$ cat config.mk
export PLATFORM = sky130hd
export DESIGN_NAME = rsx_mch_encoder
export DESIGN_NICKNAME = d
export VERILOG_FILES = /design/src/rtl/rsx_pkg.sv /design/src/rtl/rsx_delay_line.sv /design/src/rtl/rsx_par_stage.sv /design/src/rtl/rsx_mch_encoder.sv
export SDC_FILE = /design/constraint.sdc
export NUM_CORES = 2
export LEC_CHECK = 0
export BUFFER_PORTS_ARGS = -buffer_cell sky130_fd_sc_hd__buf_2
export CAP_MARGIN = 20
export CORE_AREA = 2 2 455 638
export CTS_CLUSTER_SIZE = 10
export DETAILED_ROUTE_END_ITERATION = 10
export DIE_AREA = 0 0 457 640
export PLACE_DENSITY = 0.47
export SYNTH_ARGS = -nofsm -noshare
export SYNTH_HDL_FRONTEND = slang
export SYNTH_HIERARCHICAL = 1
export SYNTH_SLANG_ARGS = --single-unit
$ cat constraint.sdc
create_clock -name clk -period 9.8 [get_ports clk]
set_input_delay 1.96 -clock clk [delete_from_list [all_inputs] [get_ports clk]]
set_output_delay 1.96 -clock clk [all_outputs]
set_load 0.05 [all_outputs]
$ cat src/rtl/rsx_pkg.sv
package rsx_pkg;

    localparam int SYM_W = 8;
    localparam int NPAR  = 16;
    localparam logic [SYM_W:0] FIELD_POLY = 9'h11D;

    typedef logic [SYM_W-1:0]         sym_t;
    typedef logic [NPAR:0][SYM_W-1:0] gen_t;

    // Shift-and-add product in GF(2^SYM_W).
    function automatic sym_t gf_mul(sym_t a, sym_t b);
        sym_t acc;
        sym_t sh;
        acc = '0;
        sh  = a;
        for (int i = 0; i < SYM_W; i++) begin
            if (b[i]) acc = acc ^ sh;
            if (sh[SYM_W-1]) sh = (sh << 1) ^ FIELD_POLY[SYM_W-1:0];
            else             sh = sh << 1;
        end
        return acc;
    endfunction

    // Generator coefficients, index k = coefficient of x^k, roots alpha^0..alpha^(NPAR-1).
    function automatic gen_t gen_poly();
        gen_t g;
        sym_t root;
        g    = '0;
        g[0] = sym_t'(1);
        root = sym_t'(1);
        for (int i = 0; i < NPAR; i++) begin
            for (int k = NPAR; k >= 1; k--) begin
                g[k] = g[k-1] ^ gf_mul(g[k], root);
            end
            g[0] = gf_mul(g[0], root);
            root = gf_mul(root, sym_t'(2));
        end
        return g;
    endfunction

endpackage

$ cat src/rtl/rsx_delay_line.sv
module rsx_delay_line #(
    parameter int W     = 8,
    parameter int DEPTH = 16
) (
    input  logic         clk,
    input  logic         rst,
    input  logic         adv,
    input  logic [W-1:0] din,
    output logic [W-1:0] dout
);

    logic [W-1:0] taps [DEPTH];

    always_ff @(posedge clk) begin
        if (rst) begin
            for (int i = 0; i < DEPTH; i++) taps[i] <= '0;
        end else if (adv) begin
            taps[0] <= din;
            for (int i = 1; i < DEPTH; i++) taps[i] <= taps[i-1];
        end
    end

    // Oldest entry belongs to the channel of the current slot.
    assign dout = taps[DEPTH-1];

endmodule

$ cat src/rtl/rsx_par_stage.sv
module rsx_par_stage import rsx_pkg::*; #(
    parameter sym_t COEF = '0,
    parameter int   NCH  = 16
) (
    input  logic clk,
    input  logic rst,
    input  logic adv,
    input  logic clr,
    input  sym_t fb,
    input  sym_t prev,
    output sym_t cur
);

    sym_t head;
    sym_t nxt;

    // A block start hides the stale remainder of this channel only.
    assign cur = clr ? '0 : head;
    assign nxt = prev ^ gf_mul(fb, COEF);

    rsx_delay_line #(
        .W     (SYM_W),
        .DEPTH (NCH)
    ) u_line (
        .clk  (clk),
        .rst  (rst),
        .adv  (adv),
        .din  (nxt),
        .dout (head)
    );

endmodule

$ cat src/rtl/rsx_mch_encoder.sv
module rsx_mch_encoder import rsx_pkg::*; #(
    parameter  int NCH = 16,
    localparam int CW  = (NCH > 1) ? $clog2(NCH) : 1
) (
    input  logic             clk,
    input  logic             rst,
    input  logic             in_valid,
    input  logic [CW-1:0]    in_chan,
    input  logic             in_start,
    input  logic             in_msg,
    input  logic [SYM_W-1:0] in_sym,
    output logic             out_valid,
    output logic [CW-1:0]    out_chan,
    output logic [SYM_W-1:0] out_sym
);

    localparam gen_t GEN = gen_poly();

    typedef struct packed {
        logic          valid;
        logic [CW-1:0] chan;
        sym_t          sym;
    } out_t;

    sym_t eff [NPAR];
    sym_t fb;
    logic clr;
    out_t out_d;
    out_t out_q;

    assign clr = in_start & in_msg;
    // Message gate: feedback only while message symbols enter.
    assign fb  = in_msg ? (in_sym ^ eff[NPAR-1]) : '0;

    for (genvar j = 0; j < NPAR; j++) begin : g_stage
        sym_t prev;
        if (j == 0) begin : g_first
            assign prev = '0;
        end else begin : g_chain
            assign prev = eff[j-1];
        end
        rsx_par_stage #(
            .COEF (GEN[j]),
            .NCH  (NCH)
        ) u_stage (
            .clk  (clk),
            .rst  (rst),
            .adv  (in_valid),
            .clr  (clr),
            .fb   (fb),
            .prev (prev),
            .cur  (eff[j])
        );
    end

    always_comb begin
        out_d.valid = in_valid;
        out_d.chan  = in_chan;
        out_d.sym   = in_msg ? in_sym : eff[NPAR-1];
    end

    always_ff @(posedge clk) begin
        if (rst) out_q <= '0;
        else     out_q <= out_d;
    end

    assign out_valid = out_q.valid;
    assign out_chan  = out_q.chan;
    assign out_sym   = out_q.sym;

endmodule

**Yosys cells after proc, flatten, opt, wreduce, memory -nomap -nowiden**

Memories as Yosys holds them, arrays and structs flattened.
Cells that the tools add are included.

- Mux-type cells: 286
- Bitwise operators: 311

Operators by type and width:

| cell | count |
|---|---|
| two-way mux 8 bit | 274 |
| bitwise XOR 8 bit | 47 |
| bitwise OR 1 bit | 256 |
| two-way mux 5 bit | 7 |
| inverter 4 bit | 7 |
| two-way mux 1 bit | 5 |
| bitwise AND 1 bit | 1 |

- Flip-flop bits (word level): 13
- RAM bits: 2048
- Input bits: 17
- Logic and storage cells: 616
- Memories: 16

Memories:

| name | words | width | rd ports | clocked after memory_dff | wr ports | RTL line | text |
|---|---|---|---|---|---|---|---|
| g_stage[0].u_stage.u_line.taps | 16 | 8 | 16 | 0 | 16 | rsx_delay_line.sv:12 | `logic [W-1:0] taps [DEPTH];` |
| g_stage[10].u_stage.u_line.taps | 16 | 8 | 16 | 0 | 16 | rsx_delay_line.sv:12 |  |
| g_stage[11].u_stage.u_line.taps | 16 | 8 | 16 | 0 | 16 | rsx_delay_line.sv:12 |  |
| g_stage[12].u_stage.u_line.taps | 16 | 8 | 16 | 0 | 16 | rsx_delay_line.sv:12 |  |
| g_stage[13].u_stage.u_line.taps | 16 | 8 | 16 | 0 | 16 | rsx_delay_line.sv:12 |  |
| g_stage[14].u_stage.u_line.taps | 16 | 8 | 16 | 0 | 16 | rsx_delay_line.sv:12 |  |
| 10 more memories | n/a | n/a | n/a | n/a | n/a | n/a |  |

**Logic depth before layout (Yosys ltp)**

- Word-level depth: 21
- Gate-level depth with buffers: 10
- Depth with buffers taken out: 8

**By module**

Netlist, hierarchy kept.

Modules (own cells, without submodules):

| module | times used | cells an instance | area each (µm²) | sequential area each (µm²) |
|---|---|---|---|---|
| rsx_delay_line | 16 | 288 | 5029.8 | 3843.7 |
| rsx_par_stage (g_stage[0].u_stage ...) | 2 | 27 | 310.3 | 0.0 |
| rsx_mch_encoder | 1 | 55 | 569.3 | 260.2 |
| rsx_par_stage (g_stage[10].u_stage) | 1 | 28 | 369.1 | 0.0 |
| rsx_par_stage (g_stage[13].u_stage) | 1 | 29 | 347.8 | 0.0 |
| rsx_par_stage (g_stage[14].u_stage) | 1 | 30 | 325.3 | 0.0 |
| rsx_par_stage (g_stage[4].u_stage) | 1 | 35 | 324.1 | 0.0 |
| rsx_par_stage (g_stage[9].u_stage) | 1 | 37 | 319.1 | 0.0 |
| rsx_par_stage (g_stage[12].u_stage) | 1 | 34 | 307.8 | 0.0 |
| rsx_par_stage (g_stage[3].u_stage) | 1 | 32 | 290.3 | 0.0 |
| rsx_par_stage (g_stage[1].u_stage) | 1 | 27 | 286.5 | 0.0 |
| rsx_par_stage (g_stage[5].u_stage) | 1 | 28 | 274.0 | 0.0 |
| rsx_par_stage (g_stage[7].u_stage) | 1 | 32 | 260.2 | 0.0 |
| rsx_par_stage (g_stage[11].u_stage) | 1 | 27 | 257.7 | 0.0 |
| +3 rows | n/a | n/a | n/a | n/a |

**Least setup slack after synthesis**

Ideal clock, no wire load.

- Path type: input to register
- Start point: input port in_msg
- End point: memory g_stage[4].u_stage.u_line.taps[0][1], data pin
- Library setup time: 255 ps
- Arrival: 6293 ps
- Setup slack: 3251 ps
- Cell stages on the path: 10
- Cells stage by stage: buf_6 > buf_8 > and2_2 > nor2b_1 > xor2_1 > and2_1 > xnor3_2 > xor2_2 > xnor2_1 > and3b_1

RTL lines:

| what | RTL line | text |
|---|---|---|
| from (decl) | rsx_mch_encoder.sv:10 | `input logic in_msg,` |
| to (decl) | rsx_delay_line.sv:12 |  |

==> results.yml <==
outcome:
  status: "completed"
floorplanning:
  dieArea_um2: 292500
  io_pins: 30
  coreArea_um2: 286900
  die_w_um: 457
  die_h_um: 640
  initial_core_util: 0.2988
  num_rows: 233
clock_network:
  cts-resized-gates: 0
  numCtsBuffers: 236
  clock_latency_ns: 0.89
  cts_tree: "built"
  cts-root-buf: "clkbuf_16"
  path_clk_slew_ns: 0.06
  h-tree-depth: 4
  clock_sinks: 2061
  cts_setup_buffers: 0
  hold_buffers: 0
  clockBufferDepth: 4
yosys:
  synth_top_area_share: 0.7175
  syn_area_um2: 85710
  ys_seq_area_frac: 0.7205
  ys_warn_count: 6
  syn_inst: 5134
  avgSynthCellArea_um2: 16.70
  netlist_top_cells_area: "edfxtp_1, and3b_1, nor2b_1"
  yosysTopAreaCell: "edfxtp_1"
  synthDistinctLibCells: 24
  synth-seq-cells: 2061
worst_setup_path:
  path_max_fanout: 46
  rrSetupSlack_ns: 6.47
  cp-end-kind: "register"
  start_kind: "input pin"
  arrival_ns: 6.08
  worstPathRequired_ns: 10.39
  critical_path_class: "input pin to register"
grt:
  grt_pass1_wl_um: 245900
  grt_max_degree: 220
  grt_use_total: 0.1045
  grt_remaining_overflow: 0
  antenna_found_initial: 5
  grt_pass1_vias: 40310
cells_and_area:
  nets: 4981
  final_cell_mix: "edfxtp_1, and3b_1, nor2b_1, clkbuf_16, xnor2_1"
  drive_above_1_share: 0.07703
  area_growth_pct: 10.40
  final_common_cell: "edfxtp_1"
sta:
  rsz0062_at_grt: "false"
  setup_viol: 0
  whs_ns: 0.4818
  worst_pin_slew_ns: 1.066
  hold_viol_final: 0
  report.final.slew_viol_count: 0
  max_freq_mhz: 182.4
  post-route-min-period_ns: 5.484
  skew_ns: 0.06943
  setup_tns_ns: 0
  min_period_over_period: 0.5596
  slew_headroom: 0.2895
detailed_routing:
  drtIter0Drc: 2493
  wl_um: 156300
  ant_nets: 0
  viasPerCell: 4.447
  vias: 39080
  wl_per_cell_um: 17.78
  drc: 0
  drt_pass1_iterations: 5
place:
  dp_hpwl_um: 74290
  port-buffer-count: 29
  gp_congestion: 0.6972
power_and_ir_drop:
  total_power_mw: 19.60
  peakVddDrop_v: 0.0001325
  leakagePower_nw: 39.50
  p_per_area_nw_per_um2: 207.2
flow_run:
  drv_cap: 0
worst_hold_path:
  hp-class: "register to register"
[layout make-up]
class,count,area (µm²)
antenna,4,10.01
clock buffer,281,6106
clock inverter,17,177.7
fill,27650,192200
multi-input combinational,2579,21130
sequential,2061,61760
tap,3760,4705
timing repair buffer,86,738.2
[state kept, by name, summed over array words and instances (netlist names)]
register                     cells
out_sym                          8
out_valid                        1
g_stage.u_stage/u_line/taps   2048
out_chan                         4
[path summary, 6_finish.rpt]
check | startpoint | end | cells after the start
min | g_stage[1].u_stage/u_line/taps[0][33]$_SDFFCE_PN0P_ | g_stage[1].u_stage/u_line/taps[0][41]$_SDFFCE_PN0P_ | 1
min reg2reg | g_stage[1].u_stage/u_line/taps[0][33]$_SDFFCE_PN0P_ | g_stage[1].u_stage/u_line/taps[0][41]$_SDFFCE_PN0P_ | 1
max | in_msg | g_stage[12].u_stage/u_line/taps[0][2]$_SDFFCE_PN0P_ | 11
max reg2reg | g_stage[15].u_stage/u_line/taps[0][122]$_SDFFCE_PP0P_ | g_stage[15].u_stage/u_line/taps[0][2]$_SDFFCE_PN0P_ | 7
[metrics by stage]
stage	instances	util	area (µm²)	worst slack (ns)
2_1_floorplan	5141	-	85740	3.251
3_3_place_gp	8484	0.3077	88280	3.442
3_5_place_dp	8485	0.3078	88300	3.410
4_1_cts	8783	0.3297	94590	4.339
5_1_grt	8785	0.3298	94620	4.135
6_report	8788	0.3299	94630	4.316
[critical path, stage by stage]
cell	delay [ns]
buf_2	0.36
and2_4	0.64
buf_4	0.63
nor2b_1	0.15
xor2_1	0.21
and2_4	0.58
buf_4	0.47
xnor3_2	0.54
xnor2_2	0.15
xnor2_1	0.12
and3b_1	0.18
[Yosys cell counts]
cell and instances:
edfxtp_1 2048, and3b_1 1280, nor2b_1 901, buf_2 290, xnor2_1 206, buf_4 161, xor2_1 73, xnor3_1 41
clkbuf_2 32, clkbuf_1 16, or2_1 16, dfxtp_1 13, xnor2_2 11, mux2i_1 8, nor2_1 8, xor2_2 7
xnor3_2 6, and2_2 5, and2_1 4, xor3_1 4, buf_6 1, buf_8 1, conb_1 1, xor3_4 1
[where the power goes]
part | internal, mW | switching (mW) | total [mW] | leakage (nW)
Combinational | 0.614 | 0.760 | 1.37 | 13.7
Clock | 4.33 | 3.32 | 7.65 | 3.06
Sequential | 10.4 | 0.178 | 10.6 | 22.7
Total | 15.3 | 4.26 | 19.6 | 39.5
[kinds of logic after synthesis]
group,count (synthesis),share of synthesized area
mux,8,0.0009343
other cells,1,0.00004375
xor+xnor,349,0.04579
flops,2061,0.7205
simple gates,2214,0.1988
buf+inv,501,0.03391
[routing by layer]
layer  share of wire  global-route usage  up-vias
met5               0                   0        -
met4           0.028             0.03435        0
met3           0.032             0.01748      279
met2            0.47              0.1670      443
met1            0.47              0.1443    20220
li1                -                   -    18140
Note: power is estimated with default switching activity, not from simulation.
